### src/rtl/sps_pkg.sv
package sps_pkg;
    localparam int NFLAG = 9;

    localparam int B_PAR = 0;
    localparam int B_FRM = 1;
    localparam int B_NOI = 2;
    localparam int B_OVR = 3;
    localparam int B_IDL = 4;
    localparam int B_BSY = 5;
    localparam int B_RXF = 6;
    localparam int B_TXD = 7;
    localparam int B_TXE = 8;

    typedef logic [NFLAG-1:0] flag_vec_t;

    localparam flag_vec_t TX_ACK_MASK = flag_vec_t'((1 << B_TXE) | (1 << B_TXD));
    localparam flag_vec_t RX_ACK_MASK = flag_vec_t'((1 << B_RXF) | (1 << B_IDL) | (1 << B_OVR)
                                                    | (1 << B_NOI) | (1 << B_FRM) | (1 << B_PAR));
    localparam flag_vec_t RESET_FLAGS = TX_ACK_MASK;
    localparam flag_vec_t HOLD_MASK   = TX_ACK_MASK | RX_ACK_MASK & ~flag_vec_t'(1 << B_IDL);

    typedef enum logic {ACK_IDLE, ACK_ARMED}   ack_state_e;
    typedef enum logic {IDL_READY, IDL_LOCKED} idle_state_e;
endpackage

### src/rtl/sps_ack_ctrl.sv
module sps_ack_ctrl
    import sps_pkg::*;
(
    input  logic      clk,
    input  logic      rst_n,
    input  logic      stat_rd,
    input  logic      data_rd,
    input  logic      data_wr,
    input  logic      combo_rd,
    input  flag_vec_t flags_i,
    output flag_vec_t clr_o
);
    ack_state_e st_q, st_d;
    flag_vec_t  armed_q, armed_d;

    always_ff @(posedge clk or negedge rst_n) begin
        if (!rst_n) begin
            st_q    <= ACK_IDLE;
            armed_q <= '0;
        end else begin
            st_q    <= st_d;
            armed_q <= armed_d;
        end
    end

    always_comb begin
        st_d    = st_q;
        armed_d = armed_q;
        unique case (st_q)
            ACK_IDLE: begin
                if (stat_rd && !combo_rd && (|flags_i)) begin
                    st_d    = ACK_ARMED;
                    armed_d = flags_i;
                end
            end
            ACK_ARMED: begin
                if (combo_rd) begin
                    st_d    = ACK_IDLE;
                    armed_d = '0;
                end else if (stat_rd) begin
                    st_d    = (|flags_i) ? ACK_ARMED : ACK_IDLE;
                    armed_d = flags_i;
                end else if (data_rd || data_wr) begin
                    st_d    = ACK_IDLE;
                    armed_d = '0;
                end
            end
        endcase
    end

    always_comb begin
        clr_o = '0;
        if (combo_rd) begin
            clr_o = flags_i & RX_ACK_MASK;
        end else if (st_q == ACK_ARMED) begin
            if (data_rd) clr_o = clr_o | (armed_q & flags_i & RX_ACK_MASK);
            if (data_wr) clr_o = clr_o | (armed_q & flags_i & TX_ACK_MASK);
        end
    end


    no_blind_clear_chk: assert property (@(posedge clk) disable iff (!rst_n)
        (st_q == ACK_IDLE && !combo_rd) |-> (clr_o == '0));


    tx_clear_needs_write_chk: assert property (@(posedge clk) disable iff (!rst_n)
        (!data_wr) |-> ((clr_o & TX_ACK_MASK) == '0));
endmodule

### src/rtl/sps_idle_gate.sv
module sps_idle_gate
    import sps_pkg::*;
(
    input  logic clk,
    input  logic rst_n,
    input  logic idle_q_i,
    input  logic idle_d_i,
    input  logic rx_xfer,
    output logic allow_o
);
    idle_state_e st_q, st_d;

    always_ff @(posedge clk or negedge rst_n) begin
        if (!rst_n) st_q <= IDL_READY;
        else        st_q <= st_d;
    end

    always_comb begin
        st_d = st_q;
        unique case (st_q)
            IDL_READY:  if (idle_q_i && !idle_d_i && !rx_xfer) st_d = IDL_LOCKED;
            IDL_LOCKED: if (rx_xfer) st_d = IDL_READY;
        endcase
    end

    always_comb allow_o = (st_q == IDL_READY);


    locked_no_set_chk: assert property (@(posedge clk) disable iff (!rst_n)
        (st_q == IDL_LOCKED) |=> !$rose(idle_q_i));
endmodule

### src/rtl/sps_flag_reg.sv
module sps_flag_reg
    import sps_pkg::*;
#(
    parameter int WORD_W = 16
) (
    input  logic              clk,
    input  logic              rst_n,
    input  logic              stat_rd_lo,
    input  logic              stat_rd_hi,
    input  logic              data_rd,
    input  logic              data_wr,
    input  logic              combo_rd,
    input  logic              tx_load,
    input  logic              tx_finish,
    input  logic              rx_xfer,
    input  logic              rx_err_noise,
    input  logic              rx_err_frame,
    input  logic              rx_err_parity,
    input  logic              rx_overrun,
    input  logic              rx_start,
    input  logic              rx_idle_det,
    input  logic              wake_en,
    output logic [WORD_W-1:0] status_word,
    output logic [NFLAG-1:0]  flag_lvl
);
    localparam int PAD_W = WORD_W - NFLAG;

    flag_vec_t flag_q, flag_d, set_v, clr_v, ack_clr;
    logic      idle_allow;

    sps_ack_ctrl u_ack (
        .clk      (clk),
        .rst_n    (rst_n),
        .stat_rd  (stat_rd_lo | stat_rd_hi),
        .data_rd  (data_rd),
        .data_wr  (data_wr),
        .combo_rd (combo_rd),
        .flags_i  (flag_q),
        .clr_o    (ack_clr)
    );

    sps_idle_gate u_idle (
        .clk      (clk),
        .rst_n    (rst_n),
        .idle_q_i (flag_q[B_IDL]),
        .idle_d_i (flag_d[B_IDL]),
        .rx_xfer  (rx_xfer),
        .allow_o  (idle_allow)
    );

    always_comb begin
        set_v        = '0;
        set_v[B_TXE] = tx_load;
        set_v[B_TXD] = tx_finish;
        set_v[B_RXF] = rx_xfer;
        set_v[B_NOI] = rx_xfer & rx_err_noise;
        set_v[B_FRM] = rx_xfer & rx_err_frame;
        set_v[B_PAR] = rx_xfer & rx_err_parity;
        set_v[B_OVR] = rx_overrun;
        set_v[B_BSY] = rx_start;
        set_v[B_IDL] = rx_idle_det & idle_allow & !wake_en;

        clr_v        = ack_clr;
        clr_v[B_BSY] = rx_idle_det;

        flag_d = (flag_q & ~clr_v) | set_v;
        if (wake_en) flag_d[B_IDL] = 1'b0;
    end

    always_ff @(posedge clk or negedge rst_n) begin
        if (!rst_n) flag_q <= RESET_FLAGS;
        else        flag_q <= flag_d;
    end

    always_comb begin
        status_word = {{PAD_W{1'b0}}, flag_q};
        flag_lvl    = flag_q;
    end


    rx_set_wins_chk: assert property (@(posedge clk) disable iff (!rst_n)
        rx_xfer |=> flag_q[B_RXF]);


    busy_sw_proof_chk: assert property (@(posedge clk) disable iff (!rst_n)
        (flag_q[B_BSY] && !rx_idle_det) |=> flag_q[B_BSY]);


    wake_hold_chk: assert property (@(posedge clk) disable iff (!rst_n)
        wake_en |=> !flag_q[B_IDL]);


    sticky_hold_chk: assert property (@(posedge clk) disable iff (!rst_n)
        (!data_rd && !data_wr && !combo_rd) |=> (($past(flag_q) & ~flag_q & HOLD_MASK) == '0));
endmodule

### config.mk
export PLATFORM = sky130hd
export DESIGN_NAME = sps_flag_reg
export DESIGN_NICKNAME = d
export VERILOG_FILES = /design/src/rtl/sps_pkg.sv /design/src/rtl/sps_ack_ctrl.sv /design/src/rtl/sps_idle_gate.sv /design/src/rtl/sps_flag_reg.sv
export SDC_FILE = /design/constraint.sdc
export NUM_CORES = 1
export LEC_CHECK = 0
export BUFFER_PORTS_ARGS = -buffer_cell sky130_fd_sc_hd__buf_2
export CORE_MARGIN = 2
export CORE_UTILIZATION = 40
export CTS_CLUSTER_DIAMETER = 80
export DETAILED_ROUTE_END_ITERATION = 16
export GPL_TIMING_DRIVEN = 1
export PLACE_DENSITY_LB_ADDON = 0.2
export SKIP_LAST_GASP = 1
export SLEW_MARGIN = 20
export SYNTH_ARGS = -nofsm -noshare
export SYNTH_HDL_FRONTEND = slang
export SYNTH_SLANG_ARGS = --single-unit
export TNS_END_PERCENT = 1
### constraint.sdc
create_clock -name clk -period 1.3 [get_ports clk]
set_input_delay 0.195 -clock clk [delete_from_list [all_inputs] [get_ports clk]]
set_output_delay 0.195 -clock clk [all_outputs]
set_load 0.01 [all_outputs]
==> summary by stage <==
Flow run
The max-capacitance violation count is 0.

Floorplan
The die is slightly above 50 um wide. The count of standard-cell rows is 17. The initial utilization of the core area, before any placement, comes to 0.4169. The vertical extent of the die is slightly above 50 um. The core region area is 2191 um2. In this run the count of I/O pins placed on the die edge is 42. The total die area is around 2700 um2.

Routing
The number of optimization iterations in the first detailed-route pass is 4. In this run the remaining antenna-violating nets after routing total 0. After detailed routing, the wire length on met1 is 856 um.

The total met3 wirelength after detailed routing is ~76 um. Wire segments on met2 add up to about 850 um in the final route. Summing over every cut layer, the via total after detailed routing is around 740. The top routing layer in use is met4. For this block, the initial DRC count from the detailed router was 7. After detailed routing, the number of vias per cell comes to 4.812. For this run, design rule violations remaining after detail routing come to 0.

The average routed wire per standard cell is between 10 and 15 um. After detailed routing, the total wire length is approximately 1800 um.

Clock tree
The clock passes through at most 2 buffers. The CTS H-tree depth is 1. The buffer type at the clock tree root is clkbuf_4.

TritonCTS built the clock tree. The number of clock buffers inserted by TritonCTS is 3. After clock tree synthesis, the clock-pin slew on the worst setup and hold paths is roughly 0.1 ns. The clock net in this run drives a total of 19 sinks. The clock reaches the later pin of the worst-skew pair after around 0.28 ns.

Worst setup path
The slowest stage of the critical path is the dfrtp_1 cell. The startpoint type of the worst setup path is a flip-flop. The worst setup path is captured at a flip-flop.

For this run, the slowest stage of the critical path takes ~0.42 ns. At the worst endpoint, the required time is approximately 1.5 ns. The maximum fanout count along the critical path is 4. STA puts the critical path data arrival time at approximately 1.6 ns. In this design, the largest share of critical-path delay is due to compound AO/OA/AOI/OAI gates.

The category of the critical setup timing path is reg -> reg. The signal on the critical path passes through nor4_4 -> nand3_2 -> o21a_1 -> a22o_1. The buffering stage count on the worst path with inverters included is 0.

Final layout
In the final layout, the share of cells above drive strength 1 is 0.4603. The library cell used most frequently in the layout, excluding fill and tap cells, is buf_2. The area occupied by multi-input gates is between 300 and 400 um2.

The layout has 230 filler cells. The repair_antennas step left the layout with diodes totalling 0. The final layout net count is around 140. The top cell types in the final layout, fill and taps aside, are buf_2 (34), dfrtp_1 (17), buf_4 (14).

The final instance count without filler cells is around 150. Compared with the post-synthesis result, the final layout area differs by 28.63%. Registers take 478.0 um2.

Place
Prior to clock tree synthesis, the placed netlist has a worst setup slack of -0.2099 ns. The placer's final routability congestion estimate is 0.7216. The number of input and output port buffers inserted is 34.

The number of placed instances, taps included is about 150. Summed over all nets, the half-perimeter wirelength after detailed placement is approximately 1400 um.

Timing
The time the final worst path needs with I/O delays and setup is 1.427 ns. Setup repair after global routing could not meet its margin everywhere. The setup TNS is -0.8922 ns.

The number of pins with negative max-slew slack in the final report is 0. In the finished design, the share of the clock period the worst path needs comes to 1.098. The final-report hold violation count is 0. Across the routed clock network, the largest skew measured is about 0.0054 ns. For this run, the top clock speed supported by timing is roughly 700 MHz. The minimum setup slack in the final design is -0.1271 ns. Setup violations remaining at the end of the flow were counted as 9.

Global routing
For this run, the total global-route usage over all layers was measured as 0.1554. Global routing finished with a remaining overflow of 0. Entering global routing, the biggest net connects 20 pins. The first global-routing pass estimated 3105 um of wire.

The initial antenna violation count came to 0. The via count of the first global-routing pass was between 700 and 800.

Logic synthesis
The synthesized netlist occupies a cell area of ~900 um2. The number of distinct library cell variants in the gate-level netlist after synthesis is 23. The mean area per synthesized cell is approximately 11 um2. Yosys printed 0 warnings.

The fraction of the yosys area taken by sequential cells is 0.5233. In the synthesized netlist, the number of instances is 84. The count of state elements after synthesis is 19.

Power and ir drop
The worst-case IR drop observed on VDD is 0.4812 mV. Overall power consumption after layout is estimated at approximately 1.2 mW. The analysis attributes to cell leakage a power of between 0.5 and 0.6 nW. Dividing total power by cell area gives a power density of slightly above 1000 nW/um2.

Run status
The flow ran to the end, but the final reports show violations. The checks that failed: setup timing.

Min path
The path class of the tightest hold or removal check is in -> reg.
[worst register-to-register path, delay by kind of cell (launching register included)]
| family | cells | cell delay, ns |
|---|---|---|
| compound gates | 2 | 0.47 |
| flops | 1 | 0.42 |
| simple gates | 2 | 0.44 |
[stage by stage]
stage / utilization / cell area, um2 / hold WS, ns
after global routing: 0.5363 / 1175 / 0.05742
after detailed placement: 0.5037 / 1104 / 0.1577
after global placement: 0.5037 / 1104 / 0.1550
final: 0.5363 / 1175 / 0.06742
after CTS: 0.5288 / 1159 / 0.06491
after floorplan: - / 935.9 / -0.1006
[power breakdown]
group	leakage (nW)	switching, mW	internal (mW)
sequential	0.229	0.0345	0.643
clock	0.0150	0.159	0.119
combinational	0.323	0.130	0.129
total	0.567	0.323	0.891
[flip-flops by register name, indices dropped and copies added, names as in the netlist]
signal and count:
flag_lvl 9, u_idle.st_q 1, u_ack.armed_q 8, u_ack.st_q 1
[repair_timing]
action,4_1_cts,5_1_grt
hold buffers,1,0
buffers inserted,1,1
endpoints found under the setup margin,8,11
gates resized for setup,2,1
hold endpoints to repair,17,0
pin swaps,2,1
[path summary, 6_finish.rpt]
path | start | to | slack (ns) | cells after the start
worst max-delay path | flag_lvl[0] | u_ack.armed_q[3] | -0.13 | 4
worst min-delay path | wake_en | flag_lvl[4] | 0.07 | 2
worst max register to register | flag_lvl[0] | u_ack.armed_q[3] | -0.13 | 4
worst min register to register | u_ack.armed_q[7] | u_ack.armed_q[7] | 0.51 | 1
max in group asynchronous | rst_n | flag_lvl[8] | 0.61 | 2
min in group asynchronous | rst_n | u_ack.armed_q[7] | 0.37 | 2
[cell usage after synthesis]
master	instances	share of area
and2_1	1	0.0069
a31oi_1	1	0.0069
inv_1	2	0.0082
nand3_1	4	0.022
nand2_1	7	0.029
dfstp_2	2	0.058
a32oi_1	1	0.0096
a22oi_4	1	0.023
and3_1	1	0.0069
dfrtp_1	17	0.47
a22o_1	8	0.077
a21o_1	3	0.025
a21oi_1	2	0.011
o21ai_0	2	0.011
o21a_1	1	0.0082
clkinv_1	1	0.0041
nor3_1	1	0.0055
conb_1	1	0.0041
nor4_1	1	0.0069
nor2_1	5	0.021
a31o_2	2	0.019
a32o_1	3	0.033
buf_4	17	0.14
[final cells by class]
type,instances,area share
Clock buffer,4,0.02236
Timing Repair Buffer,49,0.2428
Tap cell,28,0.02982
Sequential cell,19,0.4068
Multi-Input combinational cell,51,0.2886
Inverter,3,0.009585
[routing by layer]
metal  GRT usage  vias up
met5           0        -
met4     0.05263        0
met3     0.02586        2
met2      0.2543       22
met1      0.2085      351
li1            -      366
[cells by family after synthesis]
kind of cell	Yosys count	share of synthesized area
buf+inv	20	0.1521
simple gates	20	0.09728
other cells	1	0.004106
compound gates	24	0.2233
flops	19	0.5233
Note: power is estimated with default switching activity, not from simulation.
